### src/rtl/mdio_pkg.sv
package mdio_pkg;
  typedef enum logic [2:0] {
    ST_IDLE,
    ST_SHIFT,
    ST_HOLD,
    ST_TURN,
    ST_DATA,
    ST_TAIL
  } seq_state_t;

  localparam logic [1:0] FRM_START = 2'b01;
  localparam logic [1:0] FRM_OP_WR = 2'b01;
  localparam logic [1:0] FRM_OP_RD = 2'b10;
  localparam logic [1:0] FRM_TA_WR = 2'b10;
endpackage

### src/rtl/mdio_clk_div.sv
module mdio_clk_div #(
  parameter int DIV_W = 8
) (
  input  logic             clk,
  input  logic             rst,
  input  logic             load,
  input  logic             run,
  input  logic [DIV_W-1:0] div_in,
  output logic             tick
);
  logic [DIV_W-1:0] div_q;
  logic [DIV_W-1:0] cnt;

  always_ff @(posedge clk) begin
    if (rst) begin
      div_q <= '0;
      cnt   <= '0;
    end else if (load) begin
      div_q <= div_in;
      cnt   <= '0;
    end else if (run) begin
      if (cnt == div_q) cnt <= '0;
      else              cnt <= cnt + 1'b1;
    end
  end

  assign tick = run && (cnt == div_q);

  // captured divider does not move during a frame
  p_div_hold_r2: assert property (@(posedge clk) disable iff (rst)
    (run && !load) |=> $stable(div_q));
  // phase counter never passes the captured limit
  p_cnt_bound_r2: assert property (@(posedge clk) disable iff (rst)
    run |-> (cnt <= div_q));
endmodule

### src/rtl/mdio_rx_capture.sv
module mdio_rx_capture #(
  parameter int DATA_W      = 16,
  parameter int SYNC_STAGES = 2
) (
  input  logic              clk,
  input  logic              rst,
  input  logic              mdio_i,
  input  logic              ack_stb,
  input  logic              bit_stb,
  input  logic              fin_stb,
  output logic [DATA_W-1:0] rdata
);
  logic              s_in;
  logic              ack_ok;
  logic [DATA_W-1:0] sh;

  generate
    if (SYNC_STAGES == 0) begin : g_direct
      assign s_in = mdio_i;
    end else begin : g_sync
      logic [SYNC_STAGES-1:0] chain;
      always_ff @(posedge clk) begin
        if (rst) chain <= '1;
        else     chain <= SYNC_STAGES'({chain, mdio_i});
      end
      assign s_in = chain[SYNC_STAGES-1];
    end
  endgenerate

  always_ff @(posedge clk) begin
    if (rst) begin
      ack_ok <= 1'b0;
      sh     <= '0;
      rdata  <= '0;
    end else begin
      if (ack_stb) ack_ok <= (s_in == 1'b0);
      if (bit_stb) sh <= {sh[DATA_W-2:0], s_in};
      if (fin_stb) rdata <= ack_ok ? sh : '1;
    end
  end

  // result only moves at the end of a read
  p_rdata_hold_r12: assert property (@(posedge clk) disable iff (rst)
    !fin_stb |=> $stable(rdata));
  // missing acknowledge yields all ones
  p_nack_ones_r8: assert property (@(posedge clk) disable iff (rst)
    (fin_stb && !ack_ok) |=> (rdata == '1));
endmodule

### src/rtl/mdio_frame_seq.sv
module mdio_frame_seq
  import mdio_pkg::*;
#(
  parameter int FRAME_W = 64,
  parameter int RD_LEN  = 46,
  parameter int DATA_W  = 16
) (
  input  logic               clk,
  input  logic               rst,
  input  logic               start,
  input  logic               is_rd_in,
  input  logic [FRAME_W-1:0] frame_in,
  input  logic               tick,
  output logic               mdc,
  output logic               mdo,
  output logic               mdo_en,
  output logic               busy,
  output logic               done,
  output logic               ack_stb,
  output logic               bit_stb,
  output logic               fin_stb
);
  localparam int CNT_W = $clog2(FRAME_W + 1);

  seq_state_t         state;
  logic               half;
  logic               is_rd;
  logic [CNT_W-1:0]   left;
  logic [FRAME_W-1:0] shreg;

  assign ack_stb = tick && (state == ST_TURN) && half && is_rd;
  assign bit_stb = tick && (state == ST_DATA) && half;
  assign fin_stb = tick && (state == ST_TAIL) && half;

  always_ff @(posedge clk) begin
    if (rst) begin
      state  <= ST_IDLE;
      half   <= 1'b0;
      is_rd  <= 1'b0;
      left   <= '0;
      shreg  <= '0;
      mdc    <= 1'b0;
      mdo    <= 1'b0;
      mdo_en <= 1'b0;
      busy   <= 1'b0;
      done   <= 1'b0;
    end else begin
      done <= 1'b0;
      case (state)
        ST_IDLE: begin
          if (start) begin
            shreg  <= frame_in;
            left   <= is_rd_in ? CNT_W'(RD_LEN) : CNT_W'(FRAME_W);
            is_rd  <= is_rd_in;
            busy   <= 1'b1;
            mdo_en <= 1'b1;
            mdo    <= frame_in[FRAME_W-1];
            mdc    <= 1'b0;
            half   <= 1'b0;
            state  <= ST_SHIFT;
          end
        end
        ST_SHIFT: begin
          if (tick) begin
            if (!half) begin
              half <= 1'b1;
              mdc  <= 1'b1;
            end else if (left > CNT_W'(1)) begin
              shreg <= shreg << 1;
              mdo   <= shreg[FRAME_W-2];
              left  <= left - 1'b1;
              half  <= 1'b0;
              mdc   <= 1'b0;
            end else begin
              half  <= 1'b0;
              mdc   <= 1'b0;
              state <= ST_HOLD;
            end
          end
        end
        ST_HOLD: begin
          if (tick) begin
            mdo_en <= 1'b0;
            mdo    <= 1'b0;
            state  <= ST_TURN;
          end
        end
        ST_TURN: begin
          if (tick) begin
            if (!half) begin
              half <= 1'b1;
              mdc  <= 1'b1;
            end else begin
              half <= 1'b0;
              mdc  <= 1'b0;
              if (is_rd) begin
                left  <= CNT_W'(DATA_W);
                state <= ST_DATA;
              end else begin
                busy  <= 1'b0;
                done  <= 1'b1;
                state <= ST_IDLE;
              end
            end
          end
        end
        ST_DATA: begin
          if (tick) begin
            if (!half) begin
              half <= 1'b1;
              mdc  <= 1'b1;
            end else begin
              half <= 1'b0;
              mdc  <= 1'b0;
              if (left > CNT_W'(1)) left <= left - 1'b1;
              else                  state <= ST_TAIL;
            end
          end
        end
        ST_TAIL: begin
          if (tick) begin
            if (!half) begin
              half <= 1'b1;
              mdc  <= 1'b1;
            end else begin
              half  <= 1'b0;
              mdc   <= 1'b0;
              busy  <= 1'b0;
              done  <= 1'b1;
              state <= ST_IDLE;
            end
          end
        end
        default: state <= ST_IDLE;
      endcase
    end
  end

  // driven bit is stable while MDC is high
  p_mdo_stable_high_r3: assert property (@(posedge clk) disable iff (rst)
    (mdc && $past(mdc)) |-> (mdo == $past(mdo)));
  // done is a single-cycle pulse
  p_done_pulse_r10: assert property (@(posedge clk) disable iff (rst)
    done |=> !done);
  // frame kind is frozen while busy
  p_kind_hold_r11: assert property (@(posedge clk) disable iff (rst)
    (busy && $past(busy)) |-> $stable(is_rd));
endmodule

### src/rtl/mdio_master.sv
module mdio_master
  import mdio_pkg::*;
#(
  parameter int ADDR_W      = 5,
  parameter int DATA_W      = 16,
  parameter int PRE_LEN     = 32,
  parameter int DIV_W       = 8,
  parameter int SYNC_STAGES = 2
) (
  input  logic              clk,
  input  logic              rst,
  input  logic              req,
  input  logic              wr_en,
  input  logic [ADDR_W-1:0] phy_addr,
  input  logic [ADDR_W-1:0] reg_addr,
  input  logic [DATA_W-1:0] wdata,
  input  logic [DIV_W-1:0]  half_div,
  output logic [DATA_W-1:0] rdata,
  output logic              busy,
  output logic              done,
  output logic              mdc,
  output logic              mdio_o,
  output logic              mdio_oe,
  input  logic              mdio_i
);
  localparam int CMD_W   = 4 + 2 * ADDR_W;
  localparam int FRAME_W = PRE_LEN + CMD_W + 2 + DATA_W;
  localparam int RD_LEN  = PRE_LEN + CMD_W;

  logic               start;
  logic               tick;
  logic               ack_stb;
  logic               bit_stb;
  logic               fin_stb;
  logic [FRAME_W-1:0] frame;

  assign start = req && !busy;

  always_comb begin
    if (wr_en)
      frame = {{PRE_LEN{1'b1}}, FRM_START, FRM_OP_WR, phy_addr, reg_addr,
               FRM_TA_WR, wdata};
    else
      frame = {{PRE_LEN{1'b1}}, FRM_START, FRM_OP_RD, phy_addr, reg_addr,
               {(2 + DATA_W){1'b0}}};
  end

  mdio_clk_div #(.DIV_W(DIV_W)) u_div (
    .clk    (clk),
    .rst    (rst),
    .load   (start),
    .run    (busy),
    .div_in (half_div),
    .tick   (tick)
  );

  mdio_frame_seq #(
    .FRAME_W (FRAME_W),
    .RD_LEN  (RD_LEN),
    .DATA_W  (DATA_W)
  ) u_seq (
    .clk      (clk),
    .rst      (rst),
    .start    (start),
    .is_rd_in (!wr_en),
    .frame_in (frame),
    .tick     (tick),
    .mdc      (mdc),
    .mdo      (mdio_o),
    .mdo_en   (mdio_oe),
    .busy     (busy),
    .done     (done),
    .ack_stb  (ack_stb),
    .bit_stb  (bit_stb),
    .fin_stb  (fin_stb)
  );

  mdio_rx_capture #(
    .DATA_W      (DATA_W),
    .SYNC_STAGES (SYNC_STAGES)
  ) u_rx (
    .clk     (clk),
    .rst     (rst),
    .mdio_i  (mdio_i),
    .ack_stb (ack_stb),
    .bit_stb (bit_stb),
    .fin_stb (fin_stb),
    .rdata   (rdata)
  );

  // done closes the busy window
  p_done_clears_busy_r10: assert property (@(posedge clk) disable iff (rst)
    done |-> (!busy && $past(busy)));
  // nothing is driven and MDC rests low when idle
  p_idle_quiet_r9: assert property (@(posedge clk) disable iff (rst)
    !busy |-> (!mdc && !mdio_oe));
endmodule

### config.mk
export PLATFORM = sky130hd
export DESIGN_NAME = mdio_master
export DESIGN_NICKNAME = d
export VERILOG_FILES = /design/src/rtl/mdio_pkg.sv /design/src/rtl/mdio_clk_div.sv /design/src/rtl/mdio_rx_capture.sv /design/src/rtl/mdio_frame_seq.sv /design/src/rtl/mdio_master.sv
export SDC_FILE = /design/constraint.sdc
export NUM_CORES = 1
export LEC_CHECK = 0
export ABC_CLOCK_PERIOD_IN_PS = 3150
export BUFFER_PORTS_ARGS = -buffer_cell sky130_fd_sc_hd__buf_2
export CAP_MARGIN = 20
export CORE_MARGIN = 1.5
export CORE_UTILIZATION = 63
export DETAILED_ROUTE_END_ITERATION = 6
export PLACE_DENSITY = 0.85
export SYNTH_ARGS = -nofsm -noshare
export SYNTH_HDL_FRONTEND = slang
export SYNTH_SLANG_ARGS = --single-unit
### constraint.sdc
create_clock -name clk -period 3.15 [get_ports clk]
set_input_delay 0.1575 -clock clk [delete_from_list [all_inputs] [get_ports clk]]
set_output_delay 0.1575 -clock clk [all_outputs]
set_load 0.05 [all_outputs]
==> results summary <==
For this run, the post-layout net count is 785. The required time of the critical path came out at 3.53 ns. The setup total negative slack is 0 ns. The post-cts resize count came out at 0. The DRC marker count from the first detailed-route iteration is 437.

The worst path needs 2.89 ns of the cycle, external delays included. Yosys printed 0 warnings. The max-slew violation total from the final report came out at 0. The later pin in the worst-skew pair is clocked with a latency of 0.52 ns. The leakage dissipation came out at 2.56 nW.

The synthesized netlist occupies a cell area of 0.00563 mm2. The total global-route track usage is 28.8%. Setup repair after global routing left no endpoint under its margin. The synthesized area per cell is 8.14 um2. The worst setup path is of the flop to flop kind. After clock tree synthesis, the clock-pin slew on the worst setup and hold paths is 0.06 ns. The classification of the worst-slack hold path is primary input to flop.

The number of nets in the synthesized netlist is 733. The synthesized flop and latch total came out at between 100 and 150. The max-capacitance violation count came out at 0. The worst hold path depth came out at 4. The worst ir drop on vdd came out at 0.368 mV. The final reports fail on design-rule violations.

The number of hold buffers added after cts is 20. The predominant post-synthesis flop cell is sky130_fd_sc_hd__dfxtp_1. The placed wire-length estimate after detailed placement came out at 7.36 mm. The reg2reg setup slack came out at between 0.2 and 0.3 ns. The count of buffers added on input and output ports is between 50 and 60. The layout overhead on the synthesized area came out at 19.5%. After detailed routing, the number of vias per cell comes to 5.97.

The first-pass detailed-route iteration total is 7. Total power for the finished layout comes to between 0.004 and 0.005 W. For this block, the via count after detailed routing is 5,162.

The largest clock skew in the final design came out at 0.00501 ns. Summing all multi-input logic gate instances after layout gives 0.00272 mm2. The library cells used most frequently in the layout, excluding fill and tap cells, are sky130_fd_sc_hd__dfxtp_1 (130), sky130_fd_sc_hd__nor2_1 (94), sky130_fd_sc_hd__nand2_1 (88), sky130_fd_sc_hd__nor3_1 (86), sky130_fd_sc_hd__buf_2 (58). The buffer count from post-CTS setup fixing is 0. The number of antenna violations at the first check in global routing is 0.

The via count of the first global-routing pass came to 4,955. The max-slew headroom at the worst pin is roughly two fifths. The DRC violation count after routing is 1. The filler cell count in the final layout is 580. The ratio of total power to cell area came out at 661 mW/mm2. The number of antenna-violating nets in the routed design is 0. The maximum level of the CTS H-tree came out at 4. Of all flip-flops after synthesis, the portion carrying an async set or reset was 0%. The core region area is 0.00868 mm2.

The sequential cell area came out at around 0.0026 mm2. The die area is 0.00951 mm2. The commonest non-fill, non-tap cell in the layout is sky130_fd_sc_hd__dfxtp_1. The start of the worst register-to-register path is u_div.cnt[4]. In this run the count of I/O pins placed on the die edge is 60. The weighted congestion at the end of routability-driven global placement is roughly 0.91. The highest clock frequency the design can meet came out at between 0.3 and 0.4 GHz. The pin count of the biggest net entering global routing came out at 62.

The cell at the root of the clock tree is sky130_fd_sc_hd__clkbuf_8. The path depth of the worst reg2reg path came out at 7. The hold violation total from the final report is 0. TritonCTS built the clock tree. The buffer depth of the longest clock path came out at 2. The final period utilization is ~92%.

The worst hold path terminates at u_seq.shreg[9]. Sequential cells were found to cover 46.3% of the synthesized design area. The global-route wire length before repair came out at 22.5 mm. The cell row count is 34.

The CTS sink count came out at 130. The nature of the critical path startpoint is a flop. The maximum net fanout on the critical path came out at 47. Once layout is complete, the utilization of the core stands at 77.5%.

The run finished, with violations left. The routed wire length per instance came out at 15.4 um. The number of distinct library cells after synthesis is 53. The cell count after synthesis came out at between 600 and 700. The number of antenna diodes in the final layout is 0. STA puts the critical path data arrival time at 3.27 ns.

The total congestion overflow is 0. The worst register-to-register path ends at u_seq.shreg[19]. In this run, CTS created clock tree buffers numbering 17. The die span in y came out at ~97 um. Once the floorplan was initialized, standard cells occupied 64.8% of the core.

Setup violations remaining at the end of the flow were counted as 0. The horizontal extent of the die came out at 97.5 um. Summed over all layers, the routed wires come to 13.3 mm. The number of enable flip-flop cells after synthesis is 0. The ratio of cells with drive above 1 in the final layout came out at 16.5%.

The worst hold path startpoint is wdata[9]. The critical path capture point type is a flop. The slew at the pin closest to its max-slew limit is approximately 0.91 ns.
-- flip-flops by register name (all words and copies together), names as in the netlist --
register / cells
u_seq.half: 1
u_seq.state: 3
u_seq.mdo: 1
u_seq.done: 1
u_rx.g_sync.chain: 2
u_seq.mdo_en: 1
u_rx.ack_ok: 1
u_seq.busy: 1
u_div.cnt: 8
u_seq.is_rd: 1
u_div.div_q: 8
u_seq.shreg: 63
u_rx.rdata: 16
u_seq.left: 7
u_rx.sh: 16
-- cells by family after synthesis --
family                   synth area share (%)
AO/OA/AOI/OAI                            15.8
XOR/XNOR                                 2.65
adder cells (fa/ha/maj)                 0.667
buffers and inverters                    5.69
flip-flops                               46.3
multiplexers                            0.356
AND/OR/NAND/NOR                          28.5
-- how the worst max path moves through the flow --
| stage | from | end | cells after the start |
|---|---|---|---|
| 6_report | u_div.cnt[4] | u_seq.shreg[19] | 7 |
| 5_1_grt | u_seq.busy | u_seq.shreg[19] | 6 |
| 4_1_cts | u_seq.busy | u_seq.shreg[19] | 6 |
| 3_5_place_dp | u_div.cnt[4] | u_seq.shreg[11] | 7 |
| 3_3_place_gp | u_div.cnt[4] | u_seq.shreg[2] | 7 |
| 2_1_floorplan | u_seq.busy | u_rx.rdata[10] | 7 |
-- cell type report --
class / instances / share of cell area, %
Clock buffer: 17 / 6.16
Clock inverter: 15 / 2.74
Inverter: 23 / 1.28
Multi-Input combinational cell: 484 / 40.4
Sequential cell: 130 / 38.7
Tap cell: 108 / 2.01
Timing Repair Buffer: 87 / 8.67
-- critical path, stage by stage (launching register included) --
cell	delay, ns
sky130_fd_sc_hd__dfxtp_1	0.41
sky130_fd_sc_hd__xnor2_1	0.14
sky130_fd_sc_hd__nand3_1	0.32
sky130_fd_sc_hd__nor3_4	0.49
sky130_fd_sc_hd__a41o_2	0.59
sky130_fd_sc_hd__buf_12	0.28
sky130_fd_sc_hd__nor2_1	0.10
sky130_fd_sc_hd__a311oi_1	0.41
-- synthesized netlist by cell type, drive strengths merged, types with 2 or more instances --
library cell  count  share of area (%)
or2               6               0.67
nor2             95                6.3
and3             19                2.1
o221ai            2               0.31
nor4b             2               0.42
buf              16                1.6
xnor2            10                1.6
dfxtp           130                 46
a21oi            45                4.0
o21ai            14                1.2
nand2            88                5.9
a311oi           26                5.2
nor3             90                8.6
o21bai            2               0.27
ha                3               0.67
a21o              3               0.40
nand3            10               0.89
nand4             6               0.78
nor2b             7               0.78
xor2              7                1.1
inv              23                1.5
a211oi           19                2.5
nand2b            8               0.89
or3               4               0.53
clkbuf           38                2.6
mux2i             2               0.36
-- report_power, final --
part           internal, W  leakage (nW)  switching (W)  total, W
Clock              0.00121         0.285       0.000770   0.00198
Sequential         0.00177          1.06      0.0000857   0.00185
Combinational     0.000232          1.21       0.000380  0.000611
-- layer usage --
layer,GRT usage (%),routed length (um)
met4,14.2,427
met3,6.47,793
met5,0,0
met1,35.2,5580
met2,48.0,6540
-- through the flow --
stage               area [um2]  hold WS [ns]  setup slack [ns]  cells
global route              6720        0.0559             0.159    864
detailed placement        5920         0.366             0.557    812
CTS                       6720        0.0301             0.364    864
global placement          5920         0.366             0.692    812
floorplan                 5630         0.261             0.868    691
finish                    6720        0.0448             0.262    864
Power figures use the tool's default switching activity.
